`src/rtl/irq_router_pkg.sv`:
```
package irq_router_pkg;

  localparam int DATA_W = 64;
  localparam int STRIDE_SHIFT = 6;

  typedef logic [1:0] acc_size_t;
  localparam acc_size_t SIZE_DWORD = 2'b11;

  typedef enum logic [1:0] {
    ACC_IDLE  = 2'b00,
    ACC_READ  = 2'b01,
    ACC_WRITE = 2'b10
  } acc_kind_t;

endpackage

```
`src/rtl/irq_src_vector.sv`:
```
module irq_src_vector #(
  parameter int NSRC = 64,
  localparam int SW = $clog2(NSRC)
) (
  input  logic            clk,
  input  logic            rst_n,
  input  logic            post_vld,
  input  logic [SW-1:0]   post_id,
  input  logic            clr_vld,
  input  logic [SW-1:0]   clr_id,
  output logic [NSRC-1:0] req_nxt,
  output logic [NSRC-1:0] req_q
);

  logic req_en;

  always_comb begin
    req_nxt = req_q;
    if (clr_vld && req_q[clr_id]) begin
      req_nxt[clr_id] = 1'b0;
    end
    if (post_vld) begin
      req_nxt[post_id] = 1'b1;
    end
  end

  assign req_en = post_vld | clr_vld;

  always_ff @(posedge clk or negedge rst_n) begin
    if (!rst_n) begin
      req_q <= '0;
    end else if (req_en) begin
      req_q <= req_nxt;
    end
  end


  post_sets_bit_chk: assert property (@(posedge clk) disable iff (!rst_n)
    post_vld |=> req_q[$past(post_id)]);


  spurious_clr_chk: assert property (@(posedge clk) disable iff (!rst_n)
    (clr_vld && !req_q[clr_id] && !post_vld) |=> $stable(req_q));


  clr_drops_bit_chk: assert property (@(posedge clk) disable iff (!rst_n)
    (clr_vld && !post_vld) |=> !req_q[$past(clr_id)]);

endmodule

```
`src/rtl/irq_cpu_lane.sv`:
```
module irq_cpu_lane #(
  parameter int NSRC = 64
) (
  input  logic            clk,
  input  logic            rst_n,
  input  logic            mask_we,
  input  logic [NSRC-1:0] mask_wdata,
  input  logic [NSRC-1:0] req_nxt,
  input  logic [NSRC-1:0] req_q,
  output logic [NSRC-1:0] mask_q,
  output logic [NSRC-1:0] masked_q,
  output logic            irq_q
);

  logic [NSRC-1:0] mask_nxt;
  logic [NSRC-1:0] masked_nxt;
  logic            irq_nxt;

  always_comb begin
    mask_nxt   = mask_we ? mask_wdata : mask_q;
    masked_nxt = mask_nxt & req_nxt;
    irq_nxt    = |masked_q;
  end

  always_ff @(posedge clk or negedge rst_n) begin
    if (!rst_n) begin
      mask_q <= '0;
    end else if (mask_we) begin
      mask_q <= mask_nxt;
    end
  end

  always_ff @(posedge clk or negedge rst_n) begin
    if (!rst_n) begin
      masked_q <= '0;
      irq_q    <= 1'b0;
    end else begin
      masked_q <= masked_nxt;
      irq_q    <= irq_nxt;
    end
  end


  masked_tracks_chk: assert property (@(posedge clk) disable iff (!rst_n)
    masked_q == (mask_q & req_q));


  irq_follows_chk: assert property (@(posedge clk) disable iff (!rst_n)
    1'b1 |=> (irq_q == $past(|masked_q)));


  mask_hold_chk: assert property (@(posedge clk) disable iff (!rst_n)
    !mask_we |=> $stable(mask_q));

endmodule

```
`src/rtl/irq_reg_port.sv`:
```
module irq_reg_port
  import irq_router_pkg::*;
#(
  parameter int NSRC = 64,
  parameter int NCPU = 4,
  parameter int AW   = 12,
  localparam int IW  = AW - STRIDE_SHIFT
) (
  input  logic                      clk,
  input  logic                      rst_n,
  input  logic                      reg_vld,
  input  logic                      reg_wr,
  input  logic [IW-1:0]             reg_idx,
  input  acc_size_t                 reg_size,
  input  logic [NCPU-1:0][NSRC-1:0] mask_q,
  input  logic [NCPU-1:0][NSRC-1:0] masked_q,
  input  logic [NSRC-1:0]           req_q,
  output logic [NCPU-1:0]           mask_we,
  output logic [DATA_W-1:0]         rdata_q,
  output logic                      rvld_q,
  output logic                      err_q
);

  localparam int IDX_REQ = 2 * NCPU;

  acc_kind_t         kind;
  logic              size_ok;
  logic              idx_mask;
  logic              bad_wr;
  logic              bad_size;
  logic              err_nxt;
  logic              rvld_nxt;
  logic [NSRC-1:0]   rd_sel;
  logic [DATA_W-1:0] rdata_nxt;

  always_comb begin
    if (!reg_vld)     kind = ACC_IDLE;
    else if (reg_wr)  kind = ACC_WRITE;
    else              kind = ACC_READ;
  end

  assign size_ok  = (reg_size == SIZE_DWORD);
  assign idx_mask = (reg_idx < IW'(NCPU));
  assign bad_size = (kind != ACC_IDLE) && !size_ok;
  assign bad_wr   = (kind == ACC_WRITE) && size_ok && !idx_mask;

  for (genvar k = 0; k < NCPU; k++) begin : g_we
    assign mask_we[k] = (kind == ACC_WRITE) && size_ok && (reg_idx == IW'(k));
  end

  always_comb begin
    rd_sel = '0;
    for (int k = 0; k < NCPU; k++) begin
      if (reg_idx == IW'(k))        rd_sel = mask_q[k];
      if (reg_idx == IW'(NCPU + k)) rd_sel = masked_q[k];
    end
    if (reg_idx == IW'(IDX_REQ))    rd_sel = req_q;
    rdata_nxt = size_ok ? DATA_W'(rd_sel) : '0;
    rvld_nxt  = (kind == ACC_READ);
    err_nxt   = err_q | bad_size | bad_wr;
  end

  always_ff @(posedge clk or negedge rst_n) begin
    if (!rst_n) begin
      rdata_q <= '0;
    end else if (rvld_nxt) begin
      rdata_q <= rdata_nxt;
    end
  end

  always_ff @(posedge clk or negedge rst_n) begin
    if (!rst_n) begin
      rvld_q <= 1'b0;
      err_q  <= 1'b0;
    end else begin
      rvld_q <= rvld_nxt;
      err_q  <= err_nxt;
    end
  end


  err_sticky_chk: assert property (@(posedge clk) disable iff (!rst_n)
    err_q |=> err_q);


  bad_size_err_chk: assert property (@(posedge clk) disable iff (!rst_n)
    (reg_vld && reg_size != SIZE_DWORD) |=> err_q);


  bad_size_nowe_chk: assert property (@(posedge clk) disable iff (!rst_n)
    (reg_vld && reg_size != SIZE_DWORD) |-> (mask_we == '0));


  one_mask_we_chk: assert property (@(posedge clk) disable iff (!rst_n)
    $onehot0(mask_we));


  rvld_pulse_chk: assert property (@(posedge clk) disable iff (!rst_n)
    (reg_vld && !reg_wr) |=> rvld_q);

endmodule

```
`src/rtl/irq_mask_router.sv`:
```
module irq_mask_router
  import irq_router_pkg::*;
#(
  parameter int NSRC = 64,
  parameter int NCPU = 4,
  parameter int AW   = 12,
  localparam int SW  = $clog2(NSRC),
  localparam int IW  = AW - STRIDE_SHIFT
) (
  input  logic              clk,
  input  logic              rst_n,
  input  logic              src_post_vld,
  input  logic [SW-1:0]     src_post_id,
  input  logic              src_clr_vld,
  input  logic [SW-1:0]     src_clr_id,
  input  logic              reg_vld,
  input  logic              reg_wr,
  input  logic [AW-1:0]     reg_addr,
  input  logic [1:0]        reg_size,
  input  logic [DATA_W-1:0] reg_wdata,
  output logic [DATA_W-1:0] reg_rdata,
  output logic              reg_rvld,
  output logic              err_flag,
  output logic [NCPU-1:0]   cpu_irq
);

  logic [NSRC-1:0]           req_nxt;
  logic [NSRC-1:0]           req_q;
  logic [NCPU-1:0][NSRC-1:0] mask_q;
  logic [NCPU-1:0][NSRC-1:0] masked_q;
  logic [NCPU-1:0]           mask_we;
  logic [IW-1:0]             reg_idx;
  logic                      addr_lo_unused;

  assign reg_idx        = reg_addr[AW-1:STRIDE_SHIFT];
  assign addr_lo_unused = ^reg_addr[STRIDE_SHIFT-1:0];

  irq_src_vector #(.NSRC(NSRC)) u_src (
    .clk      (clk),
    .rst_n    (rst_n),
    .post_vld (src_post_vld),
    .post_id  (src_post_id),
    .clr_vld  (src_clr_vld),
    .clr_id   (src_clr_id),
    .req_nxt  (req_nxt),
    .req_q    (req_q)
  );

  for (genvar k = 0; k < NCPU; k++) begin : g_lane
    irq_cpu_lane #(.NSRC(NSRC)) u_lane (
      .clk        (clk),
      .rst_n      (rst_n),
      .mask_we    (mask_we[k]),
      .mask_wdata (reg_wdata[NSRC-1:0]),
      .req_nxt    (req_nxt),
      .req_q      (req_q),
      .mask_q     (mask_q[k]),
      .masked_q   (masked_q[k]),
      .irq_q      (cpu_irq[k])
    );
  end

  irq_reg_port #(.NSRC(NSRC), .NCPU(NCPU), .AW(AW)) u_port (
    .clk      (clk),
    .rst_n    (rst_n),
    .reg_vld  (reg_vld),
    .reg_wr   (reg_wr),
    .reg_idx  (reg_idx),
    .reg_size (reg_size),
    .mask_q   (mask_q),
    .masked_q (masked_q),
    .req_q    (req_q),
    .mask_we  (mask_we),
    .rdata_q  (reg_rdata),
    .rvld_q   (reg_rvld),
    .err_q    (err_flag)
  );


  post_wins_chk: assert property (@(posedge clk) disable iff (!rst_n)
    (src_post_vld && src_clr_vld && src_post_id == src_clr_id) |=> req_q[$past(src_post_id)]);


  rst_quiet_chk: assert property (@(posedge clk)
    $rose(rst_n) |-> (cpu_irq == '0 && !err_flag));

endmodule

```
`config.mk`:
```
export PLATFORM = sky130hd
export DESIGN_NAME = irq_mask_router
export DESIGN_NICKNAME = d
export VERILOG_FILES = /design/src/rtl/irq_router_pkg.sv /design/src/rtl/irq_src_vector.sv /design/src/rtl/irq_cpu_lane.sv /design/src/rtl/irq_reg_port.sv /design/src/rtl/irq_mask_router.sv
export SDC_FILE = /design/constraint.sdc
export NUM_CORES = 1
export LEC_CHECK = 0
export ABC_AREA = 1
export BUFFER_PORTS_ARGS = -buffer_cell sky130_fd_sc_hd__buf_4
export CORE_UTILIZATION = 50
export CTS_CLUSTER_DIAMETER = 100
export DETAILED_ROUTE_END_ITERATION = 12
export PLACE_DENSITY_LB_ADDON = 0.1
export SETUP_SLACK_MARGIN = 0.4
export SLEW_MARGIN = 20
export SYNTH_ARGS = -nofsm -noshare
export SYNTH_HDL_FRONTEND = slang
export SYNTH_SLANG_ARGS = --single-unit
```
`constraint.sdc`:
```
create_clock -name clk -period 3.2 [get_ports clk]
set_input_delay 0.64 -clock clk [delete_from_list [all_inputs] [get_ports clk]]
set_output_delay 0.64 -clock clk [all_outputs]
set_load 0.05 [all_outputs]
```
; ---- Word-level counts from Yosys, hierarchy flattened
; Index checks and enable logic that the tools add are counted.
[word_totals]
regBits = 646
output_inout_bits = 70
word_cells = 84
[op_classes]
magnitude_cmp = 5
n_eq_ne = 11
muxes = 24
n_bitwise = 10
n_reduce_logical = 18
[op_table]
columns = operator, count
row1 = 2-to-1 mux 64 bit, 16
row2 = bitwise AND 64 bit, 5
row3 = OR reduction 64 bit, 4
row4 = NOT 64 bit, 1
row5 = OR 64 bit, 1
row6 = "== test 6 x 3 -> 1 bit, second input constant", 4
row7 = "less-than comparator 6 x 7 -> 1 bit, second input constant", 2
row8 = demux 1 bit (select 6 bit), 2
row9 = "== test 6 x 2 -> 1 bit, second input constant", 2
row10 = ">= comparator 6 x 1 -> 1 bit, second input constant", 2
row11 = logical AND 1 bit, 10
row12 = binary-select mux 1 bit (select 6 bit), 1
row13 = "== test 6 x 1 -> 1 bit, second input constant", 1
row14 = "== test 6 x 4 -> 1 bit, second input constant", 1
row15 = zero test 6 bit, 1
row16 = "less-than comparator 6 x 3 -> 1 bit, second input constant", 1
row17 = "== test 2 bit, second input constant", 2
row18 = 2-to-1 mux 2 bit, 2
row19 = 2-to-1 mux 1 bit, 3
row20 = OR 1 bit, 3
row21 = "== test 2 x 1 -> 1 bit, second input constant", 1
row22 = zero test 1 bit, 2
row23 = nonzero test 2 bit, 1

; ---- Longest topological paths before layout
[depth]
ltp_word = 11
depth_mapped = 16
depth_no_buf = 14

; ---- Modules after synthesis
; From an unflattened synthesis, not the netlist that was laid out.
[hier_totals]
cells_unflattened = 4163
area_unflattened_um2 = 32692.6
[modules_own_cells]
columns = mod, instances, cells_each, area_per_inst_um2
row1 = irq_cpu_lane, 4, 462, 5014.8
row2 = irq_reg_port, 1, 1602, 8124.0
row3 = irq_src_vector, 1, 713, 4509.3

; ---- Worst setup path before layout
; OpenSTA, ideal clock, no wires.
[synth_path]
kind = input to register
startpoint = in reg_addr[11]
endpoint = reg u_port.rdata_q[44]
setup_time_ns = 0.118
t_arrival_ns = 1.967
required_time_ns = 3.082
setup_slack_ns = 1.115
cell_stages = 12
cell_sequence = nor2_4 -> inv_2 -> nor2_1 -> nand2_1 -> clkbuf_1 -> clkbuf_1 -> o22ai_1 -> nand3_1 -> a21oi_1 -> nand2_1 -> nand2_1 -> nand2_1
[synth_via]
elab_chain_len = 11
word_cells_on_any_way = 19
cone_classes = eq/ne: 8 / mux: 10 / reduce/logical: 1
[synth_rtl]
columns = item, line
row1 = start: declaration, irq_mask_router.sv:18  ; input logic [AW-1:0] reg_addr,
row2 = zero test 6 bit, irq_reg_port.sv:54  ; if (reg_idx == IW'(k)) rd_sel = mask_q[k];
row3 = 2-to-1 mux 64 bit, irq_reg_port.sv:54
row4 = 2-to-1 mux 64 bit, irq_reg_port.sv:55  ; if (reg_idx == IW'(NCPU + k)) rd_sel = masked_q[k];
row5 = 2-to-1 mux 64 bit, irq_reg_port.sv:54
row6 = 2-to-1 mux 64 bit, irq_reg_port.sv:55
row7 = 2-to-1 mux 64 bit, irq_reg_port.sv:54
row8 = 2-to-1 mux 64 bit, irq_reg_port.sv:55
row9 = 2-to-1 mux 64 bit, irq_reg_port.sv:54
row10 = 2-to-1 mux 64 bit, irq_reg_port.sv:55
row11 = 2-to-1 mux 64 bit *, irq_reg_port.sv:57  ; if (reg_idx == IW'(IDX_REQ)) rd_sel = req_q;
row12 = 2-to-1 mux 64 bit *, irq_reg_port.sv:58  ; rdata_nxt = size_ok ? DATA_W'(rd_sel) : '0;
row13 = end signal: assignment, irq_reg_port.sv:67  ; rdata_q <= rdata_nxt;
row14 = end: declaration, irq_reg_port.sv:19  ; output logic [DATA_W-1:0] rdata_q,
; Mark *: on every way between the ends. The rest lies on a longest branch, timed or not.
; A chain may end at the register's enable or synchronous reset.

; ---- Worst setup path after layout
[layout_path]
startpoint = in reg_addr[11]
endpoint = reg u_port.rdata_q[40]
; Same word-level chain as after synthesis.

==> run metrics <==
Switching Share=0.275; main combinational cell family by area after synthesis=simple AND/OR/NAND/NOR gates; share of layout cells above drive strength 1=0.101; DR vias=about 27000; Yosys reg bits=~650; vias in the first global route=approximately 26000; # Post-CTS Setup Buffers=0; pre-CTS worst setup slack=between 0.3 and 0.4 ns; MaxCap Viol Count=0; clk slew on worst S/H paths=about 0.06 ns; Combinational Power Share=0.116; number of port buffers=~160; core area=just under 60000 um2; Synthesized Nets=between 3000 and 4000; min cycle time layout=approximately 2.4 ns; total gr overflow=0; Worst Setup Slack, final=between 0.8 and 0.9 ns; area leader, netlist=dfrtp_1; fin area=35100 um2; # DRC=0; Leakage=between 15 and 20 nW; WP data arrival=between 2 and 3 ns; Fill cells=5529; Slew headroom=0.426; Synth Instances=3876; Area Overhead vs Synth=16.1%; row count=slightly below 90; first-pass GRT wire length=around 150 mm; Final Hold Fails=0; Final period util=0.736; clock share of power=0.401; average size of a mapped cell=~7.8 um2; Mapped Area=30200 um2; die height=248 um; Root Buffer=clkbuf_16; crit path cell chain=buf_4, nor2_4, inv_2, nor2_1, nand2_4, buf_12, inv_1, buf_4, nand2_1, nand3_1, o21ai_0, nand3b_1, nand2_1, nand2_1; sequential power share=0.483; VDD IR-drop max=0.000350 V; htree depth=3; Net Sw Power=around 5.4 mW; number of synthesized flops with an enable pin=0; clk_lat worst skew=between 0.6 and 0.7 ns; Max Clk Rate=around 420 MHz; Yosys cell types=30; gr usage total=0.341; initial drt markers=2436; mux cell area share after synthesis=0; clk_skew=~0.025 ns; Synth Warn #=0; endpoint class of the critical path=register; Critical Path Max Stage Delay=~0.42 ns; final WL=approximately 100 mm; sequential fraction of the synthesis area=0.535; CP Max Fanout=53; unrepaired setup endpoints after global routing=false; Die Area=slightly above 60000 um2; Die Wd=approximately 250 um; crit start category=input port; CTS tree=yes; worst setup path class=input port to register; worst path buffer plus inverter count=5; most used cell, CP=nand2_1; antenna violations before repair=3; asr flop ratio synth=1.00; # IOs=approximately 170; hpwl dp=66.0 mm; final setup violation count=0; Synth Area in Compound Gates=0.136; clock buffer depth=3; most frequent cell after synthesis=nand2_1; CTS Buf Count=70; Tightest Pin Transition=0.858 ns; Post-synth top cells=nand2_1, dfrtp_1, inv_1; largest net degree at the start of global routing=around 130; status=finished clean; simple-gate share of the synthesized area=0.225; vias per std cell=5.49; Final nets=4130; Routed Antenna Nets=0; Power Dens Cells=about 560 nW/um2; Top FF cell, synth=dfrtp_1; initial cell density of the core=0.509; Setup TNS=0 ns; Worst Hold Class=input port to register; WL per Instance=between 20 and 25 um; family with the most delay on the worst path=simple AND/OR/NAND/NOR gates; xor and xnor area share after synthesis=0; post-synthesis adder-cell area fraction=0; Clock Sinks=646; fin. max-slew vios=0; area post-placement=approximately 33000 um2; slowest library cell on the worst path=nor2_4; Worst EP required=between 3 and 4 ns; Cell Count, Final, Fillers Out=just under 5000; dpl cells=4734; drt pass-1 iters=8; ranking of synthesized cells by area=dfrtp_1, nand2_1, inv_1; GPL Wtd Cong=0.938; internal power=roughly 14 mW; share of the synthesized area in the top cell type=0.535; post-layout util=0.591
==> state kept, by name, indices dropped and copies added (netlist names) <==
name / flops
g_lane.u_lane.irq_q: 4
g_lane.u_lane.masked_q: 256
u_port.rdata_q: 64
u_port.err_q: 1
u_port.rvld_q: 1
g_lane.u_lane.mask_q: 256
u_src.req_q: 64
==> repair_timing <==
item	4_1_cts	5_1_grt
gates resized for setup	0	0
endpoints found under the hold margin	4	0
hold buffers	1	0
==> path summary, 6_finish.rpt <==
| check | startpoint | endpoint | slack (ns) | cells after the start |
|---|---|---|---|---|
| max in group asynchronous | rst_n | g_lane[0].u_lane.mask_q[55] | 1.65 | 3 |
| min | reg_wr | u_port.rvld_q | 0.27 | 2 |
| max reg2reg | u_src.req_q[40] | g_lane[0].u_lane.masked_q[43] | 1.00 | 14 |
| min reg2reg | u_port.rdata_q[60] | u_port.rdata_q[60] | 0.48 | 2 |
| min in group asynchronous | rst_n | g_lane[3].u_lane.mask_q[10] | 0.57 | 2 |
| max | reg_addr[11] | u_port.rdata_q[40] | 0.84 | 14 |
==> layout make-up <==
class / instances / area (um2) / share of cell area
antenna: 1 / 2.50 / 0.0000713
timing repair buffer: 260 / 2310 / 0.0659
inverter: 632 / 2370 / 0.0677
sequential: 646 / 16200 / 0.461
multi-input combinational: 2424 / 11000 / 0.315
clock buffer: 110 / 2110 / 0.0600
tap: 773 / 967 / 0.0276
clock inverter: 10 / 104 / 0.00296
==> power groups by stage <==
stage / clock network (mW) / logic, mW / registers [mW]
global route: 8.37 / 2.54 / 9.63
detailed placement: 0 / 2.26 / 9.69
CTS: 8.05 / 2.28 / 9.54
floorplan: 0 / 1.25 / 9.53
finish: 7.93 / 2.30 / 9.55
global placement: 0 / 2.23 / 9.67
==> logic make-up (layout without fill, tap and decap cells) <==
kind of cell / Yosys count / after routing
AOI/OAI and AO/OA: 808 / 808
buffers and inverters: 806 / 1012
DFF: 646 / 646
other: 0 / 1
and+or+nand+nor: 1616 / 1616
==> stage by stage <==
stage | power, mW | hold slack (ns)
4_1_cts | 19.9 | 0.233
5_1_grt | 20.5 | 0.270
3_5_place_dp | 11.9 | 0.466
2_1_floorplan | 10.8 | 0.344
3_3_place_gp | 11.9 | 0.462
6_report | 19.8 | 0.266
==> cell usage in the layout, fill, tap and decap left out, drive strengths merged, types with 9 or more instances in the layout <==
| master | count |
|---|---|
| a21oi | 351 |
| buf | 259 |
| clkbuf | 110 |
| clkinv | 9 |
| dfrtp | 646 |
| inv | 631 |
| nand2 | 1140 |
| nand3 | 105 |
| nand3b | 40 |
| nand4 | 45 |
| nor2 | 189 |
| nor3 | 19 |
| nor4 | 74 |
| o21ai | 416 |
| o22ai | 39 |
==> per-layer routing <==
| layer | wire [um] | global-route usage | share of wire | up-vias |
|---|---|---|---|---|
| met4 | 3480 | 0.122 | 0.034 | 2 |
| met1 | 43700 | 0.482 | 0.43 | 12700 |
| li1 | - | - | - | 12600 |
| met5 | 13 | 0 | 0.00013 | - |
| met3 | 9500 | 0.0656 | 0.093 | 206 |
| met2 | 45600 | 0.522 | 0.45 | 1100 |
No activity file was read; power rests on OpenSTA's default activity.
